==> src/rtl/adv_pkg.sv <==
package adv_pkg;
  localparam int unsigned SYNC_LEN = 40;
  // preamble in [7:0], address in [39:8]; bit 0 is first on air
  localparam logic [SYNC_LEN-1:0] SYNC_WORD = {32'h8E89BED6, 8'hAA};
  localparam logic [23:0] CRC_INIT = 24'h555555;
  localparam logic [23:0] CRC_POLY = 24'h00065B;

  typedef enum logic [2:0] {
    ST_HUNT, ST_HDR, ST_BODY, ST_CRC, ST_SEND
  } adv_state_e;
endpackage

==> src/rtl/adv_sync.sv <==
module adv_sync #(
  parameter int unsigned OSR = 8
) (
  input  logic clk_i,
  input  logic rst_ni,
  input  logic sample_i,
  input  logic en_i,
  output logic hit_o
);
  import adv_pkg::*;
  localparam int unsigned PW = (OSR > 1) ? $clog2(OSR) : 1;

  logic [PW-1:0] ph_q;
  logic [SYNC_LEN-1:0] sr_q [OSR];
  logic [SYNC_LEN-1:0] cur;

  always_ff @(posedge clk_i or negedge rst_ni) begin
    if (!rst_ni) ph_q <= '0;
    else         ph_q <= (ph_q == PW'(OSR-1)) ? '0 : ph_q + 1'b1;
  end

  // one history per sample phase
  for (genvar g = 0; g < OSR; g++) begin : g_ph
    always_ff @(posedge clk_i or negedge rst_ni) begin
      if (!rst_ni)                sr_q[g] <= '0;
      else if (ph_q == PW'(g))    sr_q[g] <= {sample_i, sr_q[g][SYNC_LEN-1:1]};
    end
  end

  assign cur   = {sample_i, sr_q[ph_q][SYNC_LEN-1:1]};
  assign hit_o = en_i && (cur == SYNC_WORD);
endmodule

==> src/rtl/adv_ram.sv <==
module adv_ram #(
  parameter int unsigned DEPTH = 37,
  parameter int unsigned AW    = 6
) (
  input  logic          clk_i,
  input  logic          we_i,
  input  logic [AW-1:0] waddr_i,
  input  logic [7:0]    wdata_i,
  input  logic [AW-1:0] raddr_i,
  output logic [7:0]    rdata_o
);
  logic [7:0] mem_q [DEPTH];

  always_ff @(posedge clk_i) begin
    if (we_i) mem_q[waddr_i] <= wdata_i;
    rdata_o <= mem_q[raddr_i];
  end
endmodule

==> src/rtl/adv_uart_tx.sv <==
module adv_uart_tx #(
  parameter int unsigned CLKS_PER_BAUD = 69
) (
  input  logic       clk_i,
  input  logic       rst_ni,
  input  logic       start_i,
  input  logic [7:0] data_i,
  output logic       busy_o,
  output logic       tx_o
);
  localparam int unsigned CW = (CLKS_PER_BAUD > 1) ? $clog2(CLKS_PER_BAUD) : 1;

  logic [9:0]    sh_q;
  logic [3:0]    nbit_q;
  logic [CW-1:0] cc_q;

  always_ff @(posedge clk_i or negedge rst_ni) begin
    if (!rst_ni) begin
      sh_q   <= '1;
      nbit_q <= '0;
      cc_q   <= '0;
      busy_o <= 1'b0;
    end else if (!busy_o) begin
      if (start_i) begin
        sh_q   <= {1'b1, data_i, 1'b0};
        nbit_q <= '0;
        cc_q   <= '0;
        busy_o <= 1'b1;
      end
    end else if (cc_q == CW'(CLKS_PER_BAUD-1)) begin
      cc_q   <= '0;
      sh_q   <= {1'b1, sh_q[9:1]};
      nbit_q <= nbit_q + 1'b1;
      if (nbit_q == 4'd9) busy_o <= 1'b0;
    end else begin
      cc_q <= cc_q + 1'b1;
    end
  end

  assign tx_o = busy_o ? sh_q[0] : 1'b1;
endmodule

==> src/rtl/adv_rx.sv <==
module adv_rx #(
  parameter int unsigned OSR           = 8,
  parameter int unsigned DEPTH         = 37,
  parameter int unsigned CLKS_PER_BAUD = 69
) (
  input  logic       clk_i,
  input  logic       rst_ni,
  input  logic       sample_i,
  input  logic [5:0] chan_i,
  output logic       uart_tx_o
);
  import adv_pkg::*;
  localparam int unsigned PW = (OSR > 1) ? $clog2(OSR) : 1;
  localparam int unsigned AW = (DEPTH > 1) ? $clog2(DEPTH) : 1;

  adv_state_e  state_q;
  logic [PW-1:0] cnt_q;
  logic [4:0]  nbit_q;
  logic [6:0]  wh_q, wh_nx;
  logic [23:0] crc_q, crc_nx;
  logic [7:0]  sh_q, byte_nx, len_q, idx_q, rd_idx_q;
  logic [1:0]  rd_ph_q;
  logic        hit, stb, d, fb, we, u_start, u_busy;
  logic [7:0]  rd_data;

  adv_sync #(.OSR(OSR)) u_sync (
    .clk_i, .rst_ni, .sample_i, .en_i(state_q == ST_HUNT), .hit_o(hit)
  );

  assign stb     = (state_q inside {ST_HDR, ST_BODY, ST_CRC}) && (cnt_q == PW'(OSR-1));
  assign d       = sample_i ^ wh_q[0];
  assign wh_nx   = {wh_q[0], wh_q[6], wh_q[5], wh_q[4], wh_q[3] ^ wh_q[0], wh_q[2], wh_q[1]};
  assign byte_nx = {d, sh_q[7:1]};
  assign fb      = crc_q[23] ^ d;
  assign crc_nx  = {crc_q[22:0], 1'b0} ^ (fb ? CRC_POLY : 24'h0);
  assign we      = stb && (state_q == ST_BODY) && (nbit_q == 5'd7);
  assign u_start = (state_q == ST_SEND) && (rd_ph_q == 2'd2);

  always_ff @(posedge clk_i or negedge rst_ni) begin
    if (!rst_ni) begin
      state_q  <= ST_HUNT;
      cnt_q    <= '0;
      nbit_q   <= '0;
      wh_q     <= '0;
      crc_q    <= CRC_INIT;
      sh_q     <= '0;
      len_q    <= '0;
      idx_q    <= '0;
      rd_idx_q <= '0;
      rd_ph_q  <= '0;
    end else begin
      if (state_q inside {ST_HDR, ST_BODY, ST_CRC})
        cnt_q <= (cnt_q == PW'(OSR-1)) ? '0 : cnt_q + 1'b1;
      if (stb) begin
        wh_q   <= wh_nx;
        crc_q  <= crc_nx;
        sh_q   <= byte_nx;
        nbit_q <= nbit_q + 1'b1;
      end
      unique case (state_q)
        ST_HUNT: if (hit) begin
          state_q <= ST_HDR;
          cnt_q   <= '0;
          nbit_q  <= '0;
          wh_q    <= {1'b1, chan_i};
          crc_q   <= CRC_INIT;
          idx_q   <= '0;
        end
        ST_HDR: if (stb && nbit_q == 5'd15) begin
          len_q  <= byte_nx;
          nbit_q <= '0;
          if (int'(byte_nx) > DEPTH) state_q <= ST_HUNT;
          else if (byte_nx == 8'd0)  state_q <= ST_CRC;
          else                       state_q <= ST_BODY;
        end
        ST_BODY: if (we) begin
          nbit_q <= '0;
          idx_q  <= idx_q + 1'b1;
          if (idx_q + 8'd1 == len_q) state_q <= ST_CRC;
        end
        ST_CRC: if (stb && nbit_q == 5'd23) begin
          rd_idx_q <= '0;
          rd_ph_q  <= '0;
          state_q  <= (crc_nx == 24'h0 && len_q != 8'd0) ? ST_SEND : ST_HUNT;
        end
        ST_SEND: begin
          // address, RAM read latency, then launch
          unique case (rd_ph_q)
            2'd0:    if (!u_busy) rd_ph_q <= 2'd1;
            2'd1:    rd_ph_q <= 2'd2;
            default: begin
              rd_ph_q  <= 2'd0;
              rd_idx_q <= rd_idx_q + 1'b1;
              if (rd_idx_q + 8'd1 == len_q) state_q <= ST_HUNT;
            end
          endcase
        end
        default: state_q <= ST_HUNT;
      endcase
    end
  end

  adv_ram #(.DEPTH(DEPTH), .AW(AW)) u_ram (
    .clk_i,
    .we_i(we),
    .waddr_i(idx_q[AW-1:0]),
    .wdata_i(byte_nx),
    .raddr_i(rd_idx_q[AW-1:0]),
    .rdata_o(rd_data)
  );

  adv_uart_tx #(.CLKS_PER_BAUD(CLKS_PER_BAUD)) u_uart (
    .clk_i, .rst_ni,
    .start_i(u_start),
    .data_i(rd_data),
    .busy_o(u_busy),
    .tx_o(uart_tx_o)
  );
endmodule

==> config.mk <==
export PLATFORM = sky130hd
export DESIGN_NAME = adv_rx
export DESIGN_NICKNAME = d
export VERILOG_FILES = /design/src/rtl/adv_pkg.sv /design/src/rtl/adv_sync.sv /design/src/rtl/adv_ram.sv /design/src/rtl/adv_uart_tx.sv /design/src/rtl/adv_rx.sv
export SDC_FILE = /design/constraint.sdc
export NUM_CORES = 1
export LEC_CHECK = 0
export ABC_AREA = 1
export BUFFER_PORTS_ARGS = -buffer_cell sky130_fd_sc_hd__buf_2
export CAP_MARGIN = 20
export CELL_PAD_IN_SITES_DETAIL_PLACEMENT = 0
export CELL_PAD_IN_SITES_GLOBAL_PLACEMENT = 1
export CORE_ASPECT_RATIO = 0.7
export CORE_UTILIZATION = 45
export DETAILED_ROUTE_END_ITERATION = 12
export PLACE_DENSITY_LB_ADDON = 0.1
export SLEW_MARGIN = 20
export SYNTH_ARGS = -nofsm -noshare
export SYNTH_HDL_FRONTEND = slang
export SYNTH_SLANG_ARGS = --single-unit
==> constraint.sdc <==
create_clock -name clk_i -period 7.2 [get_ports clk_i]
set_clock_uncertainty 0.2 [all_clocks]
set_input_delay 0.72 -clock clk_i [delete_from_list [all_inputs] [get_ports clk_i]]
set_output_delay 0.72 -clock clk_i [all_outputs]
set_load 0.05 [all_outputs]
Word-level counts from Yosys, hierarchy flattened
Memories as Yosys holds them, arrays and structs flattened. A register that Yosys moved wholly into a read port is not among the register bits.
Index checks and enable logic that the tools add are counted.
W data, S select, Z words.
- bits in registers: 421
- RAM bits: 296
- bits of input ports: 9
- output and inout port bits: 1
- word-level logic and storage cells: 151
- memories: 1
- memories (memory ; depth ; width ; rd ports ; clocked after Yosys merged registers in ; wr ports ; line ; text):
    u_ram.mem_q ; 37 ; 8 ; 1 ; 1 ; 1 ; adv_ram.sv:12 ; logic [7:0] mem_q [DEPTH];
- $add $sub $neg: 7
- $lt $le $gt $ge: 2
- eq/ne operators: 31
- multiplexer cells: 57
- bitwise gates (word level): 5
- reduce and logical (&&, ||, !) cells: 25
- operator list (operator ; count):
    $bmux W40 S3 ; 1
    $mux W40 ; 2
    $mux W24 ; 3
    $mux W7 ; 6
    $eq A40 B40 Y1 const B ; 1
    $mux W3 ; 13
    $mux W8 ; 4
    $pmux W8 S2 ; 2
    $mux W10 ; 3
    $logic_not A24 Y1 ; 1
    $xor A24 B11 Y24 ; 1
    $mux W5 ; 4
    $eq A3 B3 Y1 const B ; 6
    $add A8 B1 Y8 const B ; 2
    $eq A8 B8 Y1 ; 2
    $pmux W3 S5 ; 1
    $pmux W5 S3 ; 1
    $eq A3 B2 Y1 const B ; 4
    $mux W4 ; 3
    $mux W11 ; 1
    $ne A2 B1 Y1 const B ; 5
    $reduce_and A3 Y1 ; 3
    $gt A8 B6 Y1 const B ; 1
    $logic_and A1 B1 Y1 ; 8
    other kinds (29) ; 49

Logic depth before layout (Yosys ltp)
Gate-level depths: netlist of run 1.
- depth in word-level cells: 9
- mapped depth: 16
- depth with buffers taken out: 16

Cells and area by module
Synthesis of run 1 repeated with hierarchy kept, for this count alone.
- cell total of the unflattened synthesis: 3168
- area total of the unflattened synthesis: 30458.0 sq um
- modules (own cells, without submodules) (module ; instances ; cells each ; area each (sq um) ; sequential area each (sq um)):
    adv_sync ; 1 ; 1463 ; 12877.4 ; 7882.6
    adv_ram ; 1 ; 1033 ; 12274.3 ; 9048.7
    adv_rx ; 1 ; 509 ; 4016.4 ; 1891.8
    adv_uart_tx ; 1 ; 163 ; 1290.0 ; 536.8

Worst setup path after synthesis of run 1
No wires, ideal clock.
- path type: input -> register
- start: input sample_i
- end: register state_q[2]
- setup time: 0.065 ns
- arrival: 2.646 ns
- required time: 6.935 ns
- slack: 4.289 ns
- stages on the path: 11
- buffers on the path: 0
- cells stage by stage: xor2_2 > xnor2_2 > ha_1 > nand4_1 > nor2_1 > nand3_1 > nor3_1 > nand2_1 > nor2_1 > nand4_1 > nand2_1
- longest elaborated chain between the ends: 9
- elaborated cells between the ends (all ways): 13
- classes of those cells: eq/ne (2); mux (4); bitwise (3); reduce/logical (4)
- ends and longest elaborated chain (item ; line ; text):
    start, declared ; adv_rx.sv:8 ; input logic sample_i,
    $xor A1 B1 Y1 ; adv_rx.sv:31 ; assign d = sample_i ^ wh_q[0];
    $xor A1 B1 Y1 ; adv_rx.sv:34 ; assign fb = crc_q[23] ^ d;
    $mux W11 ; adv_rx.sv:35 ; assign crc_nx = {crc_q[22:0], 1'b0} ^ (fb ? CRC_POLY : 24'h0);
    $xor A24 B11 Y24 ; adv_rx.sv:35 ;
    $logic_not A24 Y1 ; adv_rx.sv:84 ; state_q <= (crc_nx == 24'h0 && len_q != 8'd0) ? ST_SEND : ST_HUNT;
    $logic_and A1 B1 Y1 ; adv_rx.sv:84 ;
    $mux W3 ; adv_rx.sv:84 ;
    $mux W3 ; adv_rx.sv:81 ; ST_CRC: if (stb && nbit_q == 5'd23) begin
    $pmux W3 S5 ; adv_rx.sv:60 ; unique case (state_q)
    end signal, assigned ; adv_rx.sv:84 ;
    end, declared ; adv_rx.sv:16 ; adv_state_e state_q;
Several ways; a longest one is shown, not always the timed one. The select of a mux whose other input is x is not followed.
A chain may end at the register's enable or synchronous reset.

==> impl_metrics.ini, run 1 <==
[clocking]
cts_root_buf = clkbuf_16
ctsHtreeMaxLevel = 3
cts_tree = yes
cts.sinks = 715
clock_latency_ns = 0.63
clockBufferDepth = 3
clk_pin_slew_ns = 0.07
post_cts_resized = 0
cts_buffers = 71

[routing]
avgRoutedWirePerCell_um = 17.7
dr.pass1.iters = 8
remaining_drc_errors = 0
vias = 20591
viasPerCell = 5.29
drtIter0Drc = 1923
detail-route-antenna-nets = 0
postRouteWirelength_um = 68900

[setup_path]
reg2reg_to = u_ram.rdata_o[2]$_DFF_P_
crit_type = reg -> reg
critPathRequiredTime_ns = 7.52
critPathCaptureType = flip-flop
cp_max_fo = 85
r2r_slack_ns = 3.17
cpMaxStageDelayCell = clkinv_2
worstSetupStartpointType = flip-flop
rr_worst_depth = 8
r2r_start = rd_idx_q[0]$_DFFE_PN0P_
cp.arrival_ns = 4.35
slowest_delay_ns = 0.99
crit_chain = clkinv_2 > buf_4 > o21ai_0 > o22ai_1 > o21ai_0 > o22ai_1 > o21ai_0 > o22ai_1

[timing]
final_hold_viol_count = 0
slew_headroom_pct = 26.2
period_minus_slack_ns = 4.03
tightest_slew_ns = 1.10
timing.final.crit_share_pct = 56.0
setup_ws_ns = 3.17
maxSlewViolCount = 0
fmax_mhz = 248
rsz0062_at_grt = no
setup_viol = 0
setup_tns_ns = 0

[finish]
nets = 2982
syn2layout_area_growth_pct = 11.1
layout-drive-gt1-share_pct = 7.23
diodes = 0
design_area_sq_mm = 0.0330
mostFrequentLayoutCells = 470 x nor2_1, 450 x nand2_1, 394 x o21ai_0, 387 x dfrtp_1, 296 x edfxtp_1
final_common_cell = nor2_1
n_fill_cell = 5977

[placement]
place.gp.congestion = 0.856
hpwl_um = 43100
postPlaceCellArea_sq_mm = 0.0305
port_buffers = 9
place_ws_ns = 3.21

[synthesis]
yosysUniqueCellTypes = 43
async_reset_ff_share_pct = 57.5
synth.area.top_cells = dfrtp_1 33%, edfxtp_1 30%, o21ai_0 6.6%, nor2_1 5.9%, nand2_1 5.8%
synth.avg_cell_area_sq_um = 9.92
ys_warn_count = 0
synth_seq_area_share_pct = 65.1
synth_top_area_share_pct = 32.8
synth_area_leader_cell = dfrtp_1
synth_edf_count = 296
ys.flop_type = dfrtp_1
synthCells = 2995
ys_ff_latch = 715
synth_area_sq_mm = 0.0297
synthesis.nets = 3021

[power]
pwr_density_cell_mw_per_mm2 = 247
leakagePower_nw = 13.2
ir_drop_v = 0.000205

[grt]
grt.total_usage_pct = 21.1
grt_max_degree = 130
grt_pass1_wl_um = 110000
grt_pass1_vias = 19523
grt_overflow = 0
antenna_found_initial = 0

[floorplanning]
fp.dieW_um = 309
dieArea_sq_mm = 0.0671
start_util_pct = 45.7
core_sq_mm = 0.0650
fp.dieH_um = 217
ios = 10
rows = 78

[min_path]
worstHoldStart = chan_i[4]
min_path_cells = 3
hp-class = in -> reg
hold_end = wh_q[4]$_DFF_PN0_

[job]
cap_viol_max_count = 0

[status]
status = finished, final reports clean
==> routing by layer <==
| metal | vias to the layer above | wire length [um] | GRT usage, % |
|---|---|---|---|
| li1 | 10004 | - | - |
| met2 | 526 | 27400 | 28.5 |
| met5 | - | 0 | 0 |
| met3 | 86 | 5520 | 5.78 |
| met1 | 9975 | 34700 | 33.3 |
| met4 | 0 | 1250 | 4.93 |
==> where the power goes <==
group | total (mW) | internal [mW] | switching, mW
combinational | 0.0818 | 0.0171 | 0.0647
sequential | 4.25 | 4.24 | 0.00859
clock | 3.84 | 2.23 | 1.61
total | 8.17 | 6.49 | 1.68
==> flip-flops by register name, indices dropped and copies added, names as in the netlist <==
signal         count
u_sync.sr_q      312
wh_q               7
crc_q             24
u_uart.cc_q        7
rd_ph_q            2
sh_q               7
u_ram.rdata_o      8
u_sync.ph_q        3
u_uart.busy_o      1
cnt_q              3
rd_idx_q           8
u_ram.mem_q      296
u_uart.nbit_q      4
idx_q              8
state_q            3
len_q              8
u_uart.sh_q        9
nbit_q             5
==> through the flow <==
stage	hold WS [ns]	utilization, %	std cells	power [mW]
2_1_floorplan	0.203	-	2995	4.34
3_3_place_gp	0.259	46.9	3759	4.41
3_5_place_dp	0.271	47.0	3760	4.41
4_1_cts	0.0711	50.7	3893	8.26
5_1_grt	0.0861	50.8	3895	8.42
6_report	0.107	50.8	3895	8.17
==> cell usage after synthesis (all sizes together) (39+ instances only) <==
| cell type | number |
|---|---|
| buf | 39 |
| edfxtp | 296 |
| nand3 | 90 |
| o22ai | 95 |
| a21oi | 143 |
| inv | 278 |
| nand4 | 44 |
| o21ai | 399 |
| clkbuf | 109 |
| nor2 | 474 |
| dfrtp | 390 |
| nand2 | 460 |
==> cell families after synthesis <==
logic type | Yosys count | synth area share (%)
AOI/OAI and AO/OA | 692 | 12.5
xor gates and xnor gates | 16 | 0.522
adders and majority gates | 17 | 0.716
buffers and inverters | 430 | 5.60
DFF | 715 | 65.1
muxes | 8 | 0.295
and+or+nand+nor | 1117 | 15.3
==> worst max-delay path: cells and delay by family (launching register included) <==
kind / cells / cell delay (ns)
flip-flops: 1 / 0.98
AO/OA/AOI/OAI: 6 / 0.97
buffers and inverters: 2 / 1.64
==> worst max path at each step <==
| stage | from | end | slack [ns] | cells past startpoint |
|---|---|---|---|---|
| 6_report | rd_idx_q[0]$_DFFE_PN0P_ | u_ram.rdata_o[2]$_DFF_P_ | 3.17 | 8 |
| 4_1_cts | rd_idx_q[0]$_DFFE_PN0P_ | u_ram.rdata_o[6]$_DFF_P_ | 3.22 | 8 |
| 3_5_place_dp | rd_idx_q[0]$_DFFE_PN0P_ | u_ram.rdata_o[2]$_DFF_P_ | 3.21 | 8 |
| 2_1_floorplan | sample_i | state_q[2]$_DFFE_PN0P_ | 4.29 | 11 |
| 5_1_grt | rd_idx_q[0]$_DFFE_PN0P_ | state_q[0]$_DFFE_PN0P_ | 2.74 | 13 |
| 3_3_place_gp | rd_idx_q[0]$_DFFE_PN0P_ | u_ram.rdata_o[6]$_DFF_P_ | 3.26 | 8 |
==> layout make-up <==
type | instances | area [sq um] | share of cell area, %
multi-input combinational | 1850 | 8740 | 26.5
timing repair buffer | 36 | 338 | 1.02
sequential | 715 | 19400 | 58.6
clock inverter | 31 | 297 | 0.898
clock buffer | 101 | 2110 | 6.40
inverter | 282 | 1060 | 3.21
tap | 880 | 1100 | 3.33
==> what timing repair did <==
item	4_1_cts	5_1_grt
buffers inserted	0	0
hold endpoints to repair	94	0
hold buffers	1	0
Note: power is estimated with default switching activity, not from simulation.
==> inputs of run 2 (changes only) <==
==> constraint.sdc (replaced) <==
create_clock -name clk_i -period 4.23 [get_ports clk_i]
set_clock_uncertainty 0.2 [all_clocks]
set_input_delay 0.423 -clock clk_i [delete_from_list [all_inputs] [get_ports clk_i]]
set_output_delay 0.423 -clock clk_i [all_outputs]
set_load 0.05 [all_outputs]
==> run 2 against run 1 <==
Clock power grew 63%. Fmax grew 15%. Register-to-register slack lost 2.4 ns. Worst setup slack lost 2.4 ns. Total power grew 67%. Sequential share of layout area shrank 0.068 points. Combinational power grew 85%. Final area grew 0.11%. Highest routed layer is now met5.
==> impl_metrics.ini, run 2 (synthesis gave the netlist of run 1 again) <==
[status]
status = finished, final reports clean

[min_path]
hp-class = in -> reg
worstHoldStart = sample_i
hold_end = u_sync.sr_q[199]$_DFFE_PN0N_
min_path_cells = 3

[clocking]
cts_root_buf = clkbuf_16
cts_buffers = 71
clockBufferDepth = 3
cts.sinks = 715
clock_latency_ns = 0.61
cts_tree = yes
ctsHtreeMaxLevel = 3
clk_pin_slew_ns = 0.06

[setup_path]
cp_max_fo = 9
r2r_start = cnt_q[0]$_DFF_PN0_
rr_worst_depth = 8
crit_type = reg -> reg
cp.arrival_ns = 3.55
critPathCaptureType = flip-flop
r2r_slack_ns = 0.72
reg2reg_to = u_ram.mem_q[34][3]$_DFFE_PP_
worstSetupStartpointType = flip-flop
critPathRequiredTime_ns = 4.27

[timing]
rsz0062_at_grt = no
fmax_mhz = 285
final_hold_viol_count = 0
tightest_slew_ns = 0.968
maxSlewViolCount = 0
setup_tns_ns = 0
period_minus_slack_ns = 3.51
setup_ws_ns = 0.719
timing.final.crit_share_pct = 83.0
setup_viol = 0
slew_headroom_pct = 35.2

[finish]
diodes = 0
largest-register = u_sync.sr_q
top_regs = u_sync.sr_q (312), u_ram.mem_q (296), crc_q (24)
largest_reg_flops = 312
final_common_cell = nor2_1
nets = 2999
mostFrequentLayoutCells = 470 x nor2_1, 450 x nand2_1, 394 x o21ai_0, 388 x dfrtp_1, 296 x edfxtp_1
layout-drive-gt1-share_pct = 7.19
n_fill_cell = 5977
syn2layout_area_growth_pct = 11.2

[grt]
grt_pass1_wl_um = 114000
grt_pass1_vias = 19995
grt_overflow = 0
grt_max_degree = 148
grt.total_usage_pct = 21.9
antenna_found_initial = 1

[job]
cap_viol_max_count = 0

[routing]
viasPerCell = 5.32
remaining_drc_errors = 0
dr.pass1.iters = 5
postRouteWirelength_um = 70600
drtIter0Drc = 2271
vias = 20801
avgRoutedWirePerCell_um = 18.0
detail-route-antenna-nets = 0

[power]
p_comb_share_pct = 1.1
switching_power_mw = 2.82
internal_power_mw = 10.8
leakagePower_nw = 13.2
ir_drop_v = 0.000261
p_sw_share_pct = 20.7
pwr_density_cell_mw_per_mm2 = 413
p_seq_share_pct = 53.0
clockPowerShare_pct = 45.9

[floorplanning]
fp.dieH_um = 217
dieArea_sq_mm = 0.0671
rows = 78
start_util_pct = 45.7
ios = 10
fp.dieW_um = 309
core_sq_mm = 0.0650

[placement]
hpwl_um = 44800
place.gp.congestion = 0.864
place_ws_ns = 0.761
port_buffers = 9
## run 2: cell types whose count changed in the layout (fill, tap and decap cells not counted), moves of 3 or more
| cell | delta |
|---|---|
| buf_4 | +9 |
| buf_12 | +4 |
| clkbuf_8 | -6 |
| dlygate4sd3_1 | +6 |
| clkbuf_1 | +3 |
| clkinv_1 | +7 |
## run 2: how the worst max path moves through the flow
stage                             from                           end  slack, ns  cells past startpoint
floorplan                     sample_i        state_q[2]$_DFFE_PN0P_       1.62                     11
global placement    cnt_q[0]$_DFF_PN0_  u_ram.mem_q[10][2]$_DFFE_PP_       0.92                      8
detailed placement  cnt_q[0]$_DFF_PN0_  u_ram.mem_q[34][3]$_DFFE_PP_       0.76                      8
CTS                 cnt_q[0]$_DFF_PN0_  u_ram.mem_q[34][3]$_DFFE_PP_       0.75                      8
global route        cnt_q[0]$_DFF_PN0_  u_ram.mem_q[34][3]$_DFFE_PP_       0.49                      8
finish              cnt_q[0]$_DFF_PN0_  u_ram.mem_q[34][3]$_DFFE_PP_       0.72                      8
## run 2: worst max-delay path, stage by stage (launching register included)
cell and delay, ns:
dfrtp_1 0.37, ha_1 0.17, ha_1 0.16, inv_1 0.10, nor4_2 0.45, inv_2 0.19, nor2_1 0.28, nand3_1 0.51
nor2_1 0.72
## run 2: timing repair
item	in CTS	in global routing
hold buffers	7	0
hold endpoints to repair	104	0
setup buffers	0	0
resized for setup	0	0
## run 2: cell type report
cell class              count  area, sq um  share of cell area, %
flip-flops and latches    715        19400                   58.6
repair buffers             53          490                   1.48
clock inverters            34          253                  0.765
inverters                 282         1060                   3.21
well taps                 880         1100                   3.33
multi-input cells        1850         8740                   26.5
clock buffers              98         2040                   6.18
## run 2: metrics by stage
step | instance area [sq um] | hold WS (ns) | power, mW | utilization [%] | cells
finish | 33100 | 0.0579 | 13.6 | 50.9 | 3912
CTS | 33000 | 0.0228 | 13.8 | 50.8 | 3912
global route | 33100 | 0.0587 | 14.1 | 50.9 | 3912
detailed placement | 30700 | 0.274 | 7.52 | 47.2 | 3773
floorplan | 29700 | -0.0726 | 7.40 | - | 2995
global placement | 30700 | 0.259 | 7.51 | 47.2 | 3772
## run 2: layer usage
| metal | track usage, % | up-vias | share of wire [%] |
|---|---|---|---|
| li1 | - | 10049 | - |
| met1 | 35.3 | 9980 | 51 |
| met2 | 28.7 | 667 | 39 |
| met3 | 5.44 | 103 | 8.6 |
| met4 | 5.63 | 2 | 2.0 |
| met5 | 0 | - | 0.016 |
## run 2: power groups by stage
| stage | clock [mW] | combinational, mW | sequential, mW |
|---|---|---|---|
| 2_1_floorplan | 0 | 0.0342 | 7.36 |
| 3_5_place_dp | 0 | 0.154 | 7.36 |
| 3_3_place_gp | 0 | 0.150 | 7.36 |
| 5_1_grt | 6.70 | 0.179 | 7.23 |
| 4_1_cts | 6.44 | 0.161 | 7.23 |
| 6_report | 6.27 | 0.151 | 7.23 |
